[src/rtl/dma_regfile_pkg.sv]
package dma_regfile_pkg;
    localparam int NUM_CH   = 4;
    localparam int SEL_W    = $clog2(NUM_CH);
    localparam int BYTE_W   = 8;
    localparam int REG_W    = 2 * BYTE_W;
    localparam int MODE_W   = 6;
    localparam int OFS_W    = 4;
    localparam int DIS_BIT  = 2;
    localparam int SMASK_BIT = 2;

    localparam logic [OFS_W-1:0] OFS_CMD    = 4'd8;
    localparam logic [OFS_W-1:0] OFS_REQ    = 4'd9;
    localparam logic [OFS_W-1:0] OFS_SMASK  = 4'd10;
    localparam logic [OFS_W-1:0] OFS_MODE   = 4'd11;
    localparam logic [OFS_W-1:0] OFS_PTRCLR = 4'd12;
    localparam logic [OFS_W-1:0] OFS_MRST   = 4'd13;
    localparam logic [OFS_W-1:0] OFS_UNMASK = 4'd14;
    localparam logic [OFS_W-1:0] OFS_WMASK  = 4'd15;

    typedef struct packed {
        logic [1:0] xfer_mode;
        logic       addr_dec;
        logic       auto_init;
        logic [1:0] xfer_type;
    } chan_mode_t;

    typedef struct packed {
        logic [REG_W-1:0] base_addr;
        logic [REG_W-1:0] base_cnt;
        logic [REG_W-1:0] cur_addr;
        logic [REG_W-1:0] cur_cnt;
        chan_mode_t       mode;
    } chan_state_t;

    typedef struct packed {
        logic              dis;
        logic [NUM_CH-1:0] mask;
        logic [NUM_CH-1:0] tc;
    } ctrl_state_t;
endpackage

[src/rtl/dma_byte_ptr.sv]
module dma_byte_ptr (
    input  logic clk,
    input  logic rst_n,
    input  logic clear,
    input  logic toggle,
    output logic hi_sel
);
    logic hi_d, hi_q;

    always_comb begin
        hi_d = hi_q;
        if (clear)       hi_d = 1'b0;
        else if (toggle) hi_d = ~hi_q;
    end

    always_ff @(posedge clk or negedge rst_n) begin
        if (!rst_n) hi_q <= 1'b0;
        else        hi_q <= hi_d;
    end

    assign hi_sel = hi_q;


    ptr_rewind_chk: assert property (@(posedge clk) disable iff (!rst_n)
        clear |=> !hi_sel);

    ptr_flip_chk: assert property (@(posedge clk) disable iff (!rst_n)
        (toggle && !clear) |=> (hi_sel != $past(hi_sel)));
endmodule

[src/rtl/dma_channel.sv]
module dma_channel
    import dma_regfile_pkg::*;
(
    input  logic              clk,
    input  logic              rst_n,
    input  logic              addr_we,
    input  logic              cnt_we,
    input  logic              hi_sel,
    input  logic [BYTE_W-1:0] wdata,
    input  logic              mode_we,
    input  chan_mode_t        mode_in,
    input  logic              step_en,
    output logic [REG_W-1:0]  cur_addr,
    output logic [REG_W-1:0]  cur_cnt,
    output chan_mode_t        mode,
    output logic              tc_evt
);
    chan_state_t      st_d, st_q;
    logic [REG_W-1:0] addr_next;

    always_comb begin
        st_d      = st_q;
        tc_evt    = 1'b0;
        addr_next = st_q.mode.addr_dec ? st_q.cur_addr - 1'b1 : st_q.cur_addr + 1'b1;

        if (step_en) begin
            if (st_q.cur_cnt == '0) begin
                tc_evt = 1'b1;
                if (st_q.mode.auto_init) begin
                    st_d.cur_addr = st_q.base_addr;
                    st_d.cur_cnt  = st_q.base_cnt;
                end else begin
                    st_d.cur_addr = addr_next;
                    st_d.cur_cnt  = '1;
                end
            end else begin
                st_d.cur_addr = addr_next;
                st_d.cur_cnt  = st_q.cur_cnt - 1'b1;
            end
        end

        if (addr_we) begin
            if (hi_sel) begin
                st_d.base_addr[REG_W-1:BYTE_W] = wdata;
                st_d.cur_addr[REG_W-1:BYTE_W]  = wdata;
            end else begin
                st_d.base_addr[BYTE_W-1:0] = wdata;
                st_d.cur_addr[BYTE_W-1:0]  = wdata;
            end
        end

        if (cnt_we) begin
            if (hi_sel) begin
                st_d.base_cnt[REG_W-1:BYTE_W] = wdata;
                st_d.cur_cnt[REG_W-1:BYTE_W]  = wdata;
            end else begin
                st_d.base_cnt[BYTE_W-1:0] = wdata;
                st_d.cur_cnt[BYTE_W-1:0]  = wdata;
            end
        end

        if (mode_we) st_d.mode = mode_in;
    end

    always_ff @(posedge clk or negedge rst_n) begin
        if (!rst_n) st_q <= '0;
        else        st_q <= st_d;
    end

    assign cur_addr = st_q.cur_addr;
    assign cur_cnt  = st_q.cur_cnt;
    assign mode     = st_q.mode;


    cnt_down_chk: assert property (@(posedge clk) disable iff (!rst_n)
        (step_en && !cnt_we && (cur_cnt != '0)) |=> (cur_cnt == $past(cur_cnt) - 1'b1));

    addr_lo_load_chk: assert property (@(posedge clk) disable iff (!rst_n)
        (addr_we && !hi_sel) |=> (cur_addr[BYTE_W-1:0] == $past(wdata)));
endmodule

[src/rtl/dma_ctrl_regs.sv]
module dma_ctrl_regs
    import dma_regfile_pkg::*;
(
    input  logic              clk,
    input  logic              rst_n,
    input  logic              cmd_we,
    input  logic              smask_we,
    input  logic              wmask_we,
    input  logic              unmask_cmd,
    input  logic              mrst_cmd,
    input  logic              stat_rd,
    input  logic [3:0]        wbits,
    input  logic [NUM_CH-1:0] tc_evt,
    input  logic [NUM_CH-1:0] auto_bits,
    output logic              dis,
    output logic [NUM_CH-1:0] mask,
    output logic [NUM_CH-1:0] tc
);
    ctrl_state_t cs_d, cs_q;

    always_comb begin
        cs_d = cs_q;
        if (cmd_we)     cs_d.dis = wbits[DIS_BIT];
        if (smask_we)   cs_d.mask[wbits[SEL_W-1:0]] = wbits[SMASK_BIT];
        if (wmask_we)   cs_d.mask = wbits[NUM_CH-1:0];
        if (unmask_cmd) cs_d.mask = '0;
        if (stat_rd)    cs_d.tc = '0;
        cs_d.tc   = cs_d.tc | tc_evt;
        cs_d.mask = cs_d.mask | (tc_evt & ~auto_bits);
        if (mrst_cmd) begin
            cs_d.dis  = 1'b0;
            cs_d.mask = '1;
            cs_d.tc   = '0;
        end
    end

    always_ff @(posedge clk or negedge rst_n) begin
        if (!rst_n) begin
            cs_q.dis  <= 1'b0;
            cs_q.mask <= '1;
            cs_q.tc   <= '0;
        end else begin
            cs_q <= cs_d;
        end
    end

    assign dis  = cs_q.dis;
    assign mask = cs_q.mask;
    assign tc   = cs_q.tc;


    mrst_state_chk: assert property (@(posedge clk) disable iff (!rst_n)
        mrst_cmd |=> (mask == '1 && tc == '0 && !dis));

    tc_latch_chk: assert property (@(posedge clk) disable iff (!rst_n)
        ((|tc_evt) && !mrst_cmd) |=> ((tc & $past(tc_evt)) == $past(tc_evt)));
endmodule

[src/rtl/dma_regfile.sv]
module dma_regfile
    import dma_regfile_pkg::*;
(
    input  logic                     clk,
    input  logic                     rst_n,
    input  logic [OFS_W-1:0]         io_addr,
    input  logic [BYTE_W-1:0]        io_wdata,
    input  logic                     io_wr,
    input  logic                     io_rd,
    output logic [BYTE_W-1:0]        io_rdata,
    input  logic [NUM_CH-1:0]        req_in,
    input  logic [NUM_CH-1:0]        step,
    output logic [NUM_CH-1:0]        ch_mask,
    output logic [NUM_CH*MODE_W-1:0] ch_mode,
    output logic [NUM_CH*REG_W-1:0]  ch_addr,
    output logic [NUM_CH*REG_W-1:0]  ch_count,
    output logic                     ctrl_disable
);
    logic              chan_port, ptr_hi;
    logic [SEL_W-1:0]  port_ch;
    logic              port_is_cnt;
    logic              mode_wr;
    logic [NUM_CH-1:0] tc_evt, auto_bits, step_en, mask_w, tc_w;
    logic              dis_w;
    logic [REG_W-1:0]  addr_w [NUM_CH];
    logic [REG_W-1:0]  cnt_w  [NUM_CH];
    chan_mode_t        mode_w [NUM_CH];
    chan_mode_t        mode_in;
    logic [REG_W-1:0]  rd_word;

    assign chan_port   = !io_addr[OFS_W-1];
    assign port_ch     = io_addr[SEL_W:1];
    assign port_is_cnt = io_addr[0];
    assign mode_wr     = io_wr && (io_addr == OFS_MODE);
    assign mode_in     = chan_mode_t'(io_wdata[BYTE_W-1:SEL_W]);
    assign step_en     = step & ~mask_w & {NUM_CH{~dis_w}};

    dma_byte_ptr u_ptr (
        .clk    (clk),
        .rst_n  (rst_n),
        .clear  (io_wr && (io_addr == OFS_PTRCLR || io_addr == OFS_MRST)),
        .toggle ((io_wr || io_rd) && chan_port),
        .hi_sel (ptr_hi)
    );

    for (genvar g = 0; g < NUM_CH; g++) begin : g_ch
        dma_channel u_ch (
            .clk      (clk),
            .rst_n    (rst_n),
            .addr_we  (io_wr && chan_port && port_ch == SEL_W'(g) && !port_is_cnt),
            .cnt_we   (io_wr && chan_port && port_ch == SEL_W'(g) && port_is_cnt),
            .hi_sel   (ptr_hi),
            .wdata    (io_wdata),
            .mode_we  (mode_wr && io_wdata[SEL_W-1:0] == SEL_W'(g)),
            .mode_in  (mode_in),
            .step_en  (step_en[g]),
            .cur_addr (addr_w[g]),
            .cur_cnt  (cnt_w[g]),
            .mode     (mode_w[g]),
            .tc_evt   (tc_evt[g])
        );
        assign auto_bits[g]                  = mode_w[g].auto_init;
        assign ch_addr[g*REG_W +: REG_W]     = addr_w[g];
        assign ch_count[g*REG_W +: REG_W]    = cnt_w[g];
        assign ch_mode[g*MODE_W +: MODE_W]   = mode_w[g];
    end

    dma_ctrl_regs u_ctrl (
        .clk        (clk),
        .rst_n      (rst_n),
        .cmd_we     (io_wr && io_addr == OFS_CMD),
        .smask_we   (io_wr && io_addr == OFS_SMASK),
        .wmask_we   (io_wr && io_addr == OFS_WMASK),
        .unmask_cmd (io_wr && io_addr == OFS_UNMASK),
        .mrst_cmd   (io_wr && io_addr == OFS_MRST),
        .stat_rd    (io_rd && io_addr == OFS_CMD),
        .wbits      (io_wdata[3:0]),
        .tc_evt     (tc_evt),
        .auto_bits  (auto_bits),
        .dis        (dis_w),
        .mask       (mask_w),
        .tc         (tc_w)
    );

    always_comb begin
        rd_word  = port_is_cnt ? cnt_w[port_ch] : addr_w[port_ch];
        io_rdata = '0;
        if (chan_port)
            io_rdata = ptr_hi ? rd_word[REG_W-1:BYTE_W] : rd_word[BYTE_W-1:0];
        else if (io_addr == OFS_CMD)
            io_rdata = {req_in, tc_w};
    end

    assign ch_mask      = mask_w;
    assign ctrl_disable = dis_w;


    gated_step_chk: assert property (@(posedge clk) disable iff (!rst_n)
        (ctrl_disable && !io_wr) |=> $stable(ch_addr));
endmodule

[config.mk]
export PLATFORM = sky130hd
export DESIGN_NAME = dma_regfile
export DESIGN_NICKNAME = d
export VERILOG_FILES = /design/src/rtl/dma_regfile_pkg.sv /design/src/rtl/dma_byte_ptr.sv /design/src/rtl/dma_channel.sv /design/src/rtl/dma_ctrl_regs.sv /design/src/rtl/dma_regfile.sv
export SDC_FILE = /design/constraint.sdc
export NUM_CORES = 1
export LEC_CHECK = 0
export BUFFER_PORTS_ARGS = -buffer_cell sky130_fd_sc_hd__buf_2
export CORE_ASPECT_RATIO = 2
export CORE_MARGIN = 2
export CORE_UTILIZATION = 45
export CTS_CLUSTER_SIZE = 25
export DETAILED_ROUTE_END_ITERATION = 12
export SLEW_MARGIN = 20
export SYNTH_ARGS = -nofsm -noshare
export SYNTH_HDL_FRONTEND = slang
export SYNTH_HIERARCHICAL = 1
export SYNTH_SLANG_ARGS = --single-unit
export TNS_END_PERCENT = 100
[constraint.sdc]
create_clock -name clk -period 2.9 [get_ports clk]
set_input_delay 0.435 -clock clk [delete_from_list [all_inputs] [get_ports clk]]
set_output_delay 0.435 -clock clk [all_outputs]
set_load 0.03 [all_outputs]
==> out/metrics.cfg <==
[synth]
synth.distinct_cells = 94
synth-edff-count = 0
synthFlopType = dfrtp_1
yosysWarnings = 6
async_flop_share = 1.00
syn_nets = 2316
postSynthCellCount = 2228
postSynthAreaPerCell_um2 = 8.63
seq_area_frac_synth = 0.378
synth-seq-cells = 290
synth_area_um2 = 19200

[route]
drt-total-wl_um = 74700
drt_iter0_drc = 1120
first_pass_iters = 5
drc = 0
num_vias = 17900
via_per_inst = 6.14
routedWlPerCell_um = 25.6
drtAntennaViolNets = 0

[floorplanning]
initial_utilization = 0.453
die-width_um = 150
die_h_um = 296
rows = 107
die_area_um2 = 44500
io-pin-count = 189
coreArea_um2 = 42400

[job]
drv_cap = 0

[grt]
antenna_found_initial = 5
grt_usage = 0.335
grt_max_degree = 79
overflow = 0
grt_first_pass_wirelength_um = 111000
grt_pass1_vias = 17500

[sta]
finalSetupViolCount = 0
tightestPinTransition_ns = 1.13
finalHoldViolations = 0
rsz0062_at_grt = true
tns_ns = 0
fin_ws_ns = 0.0167
finalMaxSlewViolations = 0
finalCriticalPeriod_ns = 2.88
skew_ns = 0.0104
finalCritPeriodShare = 0.994
fmax_mhz = 347
relSlewSlack = 0.245
hold-worst-slack_ns = 0.339

[run_status]
status = completed

[power_and_ir_drop]
powerDensity_nw_per_um2 = 1090
combPwrFrac = 0.504
swShare = 0.477
pwr-share-clk = 0.162
p_int_uw = 12300
power_switching_uw = 11200
leakagePower_uw = 0.0102
pwr-share-seq = 0.334
peakVddDrop_v = 0.000676

[clock_network]
worst_skew_pair.late_latency_ns = 0.57
ctsHtreeMaxLevel = 1
cts_buffers = 29
cts.sink_count = 290
clockBufferDepth = 3
cts_tree = yes
path_clk_slew_ns = 0.07
cts_root_buffer = clkbuf_16

[worst_setup_path]
reg2reg_slack_ns = 0.15
r2r-end = g_ch[3].u_ch/cur_cnt[3]$_DFF_PN0_
critical_path_peak_fanout = 2
cp.arrival_ns = 2.45
worst_ep_required_time_ns = 2.47
start_kind = flip-flop
endpoint_kind = primary output
worstSetupPathType = reg -> out
r2r_start = g_ch[3].u_ch/cur_cnt[3]$_DFF_PN0_
reg2reg_depth = 7

[placement]
dp_hpwl_um = 56400
place_ws_ns = 0.202
numPortBuffers = 188
gp_congestion = 0.950

[min_path]
hp-start = io_wdata[1]
hold_class = in -> reg
holdPathEnd = g_ch[3].u_ch/st_q[39]$_DFFE_PN0P_
min_path_cells = 3

[final_layout]
area_growth_pct = 12.0
final_util = 0.507
num-nets-final = 2438
layout-drive-gt1-share = 0.213

## power by group through the flow
stage | clock network (uW) | registers, uW | logic [uW]
after floorplan | 0 | 6950 | 8850
after global placement | 0 | 7810 | 11600
after detailed placement | 0 | 7860 | 11700
after CTS | 3870 | 7790 | 11800
after global routing | 4030 | 7990 | 12800
final | 3820 | 7860 | 11900
## cells by family after synthesis
kind of cell,share of synthesized area
flops,0.378
mux,0.0559
compound gates,0.187
fa+ha+maj,0.0432
simple gates,0.219
xor+xnor,0.0251
buf+inv,0.0921
## per-layer routing
layer | GRT usage | part of all wire | vias to the layer above
met2 | 0.588 | 0.50 | 800
met5 | 0 | 0.00051 | -
met3 | 0.0560 | 0.070 | 266
met4 | 0.218 | 0.078 | 8
met1 | 0.371 | 0.35 | 8795
li1 | - | - | 8028
## through the flow
stage                     instances  area (um^2)  total power [uW]
after floorplan                2228        19200             15800
after global placement         2861        20500             19400
after detailed placement       2861        20500             19600
after CTS                      2914        21500             23500
after global routing           2916        21500             24800
final                          2917        21500             23600
## layout make-up
class / instances / area, um^2
fillers: 3989 / 20900
diodes: 2 / 5.00
repair buffers: 347 / 2250
inverters: 46 / 173
clock buffers: 46 / 880
clock inverters: 5 / 56.3
flip-flops and latches: 290 / 7270
multi-input cells: 1636 / 10200
well taps: 545 / 682
## placed cells by master (no fill, tap or decap), types with 9 or more instances in the layout
| cell type | Yosys | final |
|---|---|---|
| a211o_1 | 13 | 13 |
| a211oi_1 | 25 | 25 |
| a21o_1 | 27 | 27 |
| a21oi_1 | 92 | 92 |
| a22oi_1 | 21 | 21 |
| a31oi_1 | 45 | 45 |
| and2_1 | 18 | 18 |
| and3_1 | 29 | 29 |
| buf_2 | 17 | 186 |
| buf_4 | 154 | 149 |
| clkbuf_16 | 0 | 29 |
| clkbuf_8 | 0 | 9 |
| dfrtp_1 | 286 | 281 |
| ha_1 | 60 | 60 |
| inv_1 | 46 | 46 |
| mux2_2 | 33 | 32 |
| mux2i_1 | 14 | 14 |
| mux4_2 | 24 | 24 |
| nand2_1 | 492 | 492 |
| nand2b_1 | 19 | 19 |
| nand3_1 | 38 | 38 |
| nand3b_1 | 17 | 17 |
| nand4_1 | 9 | 9 |
| nor2_1 | 131 | 131 |
| nor2b_1 | 22 | 22 |
| nor3_1 | 30 | 30 |
| nor4_1 | 12 | 12 |
| o211ai_1 | 32 | 32 |
| o21a_1 | 14 | 14 |
| o21ai_0 | 145 | 145 |
| o21bai_1 | 9 | 9 |
| o221ai_1 | 15 | 15 |
| o22ai_1 | 13 | 13 |
| o31ai_1 | 22 | 22 |
| or3_1 | 16 | 16 |
| or4_1 | 10 | 10 |
| xnor2_1 | 32 | 32 |
| xor2_1 | 23 | 23 |
## flip-flops by register name, summed over array words and instances (netlist names)
register	cells
g_ch.u_ch/st_q	128
g_ch.u_ch/mode	24
u_ctrl/mask	4
g_ch.u_ch/cur_addr	64
u_ptr/hi_sel	1
u_ctrl/dis	1
u_ctrl/tc	4
g_ch.u_ch/cur_cnt	64
## critical path, cell delays in order (launching register included)
cell and delay [ns]:
dfrtp_1 0.40, buf_6 0.13, mux4_2 0.46, mux2_4 0.28, a221o_1 0.44, buf_6 0.18
## what timing repair did
action / in CTS / in global routing
pin swaps: 1 / 1
setup buffers: 1 / 1
hold buffers: 1 / 0
endpoints found under the hold margin: 69 / 0
endpoints found under the setup margin: 1 / 3
gates resized for setup: 7 / 4
## cell usage after synthesis, types with 27 or more instances
master,n,share of area
nand2_1,492,0.096
dfrtp_1,286,0.37
buf_4,154,0.060
o21ai_0,145,0.038
nor2_1,131,0.026
a21oi_1,92,0.024
clkbuf_1,75,0.015
ha_1,60,0.039
inv_1,46,0.0090
a31oi_1,45,0.015
nand3_1,38,0.0099
mux2_2,33,0.019
o211ai_1,32,0.012
xnor2_1,32,0.015
nor3_1,30,0.0078
and3_1,29,0.0094
a21o_1,27,0.011
## worst max path at each step
stage / from / endpoint
detailed placement: g_ch[2].u_ch/mode[3]$_DFFE_PN0P_ / g_ch[2].u_ch/cur_addr[15]$_DFF_PN0_
CTS: g_ch[3].u_ch/cur_cnt[3]$_DFF_PN0_ / io_rdata[3]
global route: g_ch[3].u_ch/cur_cnt[3]$_DFF_PN0_ / io_rdata[3]
finish: g_ch[3].u_ch/cur_cnt[3]$_DFF_PN0_ / io_rdata[3]
global placement: io_addr[1] / io_rdata[3]
floorplan: io_addr[2] / g_ch[2].u_ch/cur_addr[10]$_DFF_PN0_
(Power assumes the default switching activity.)
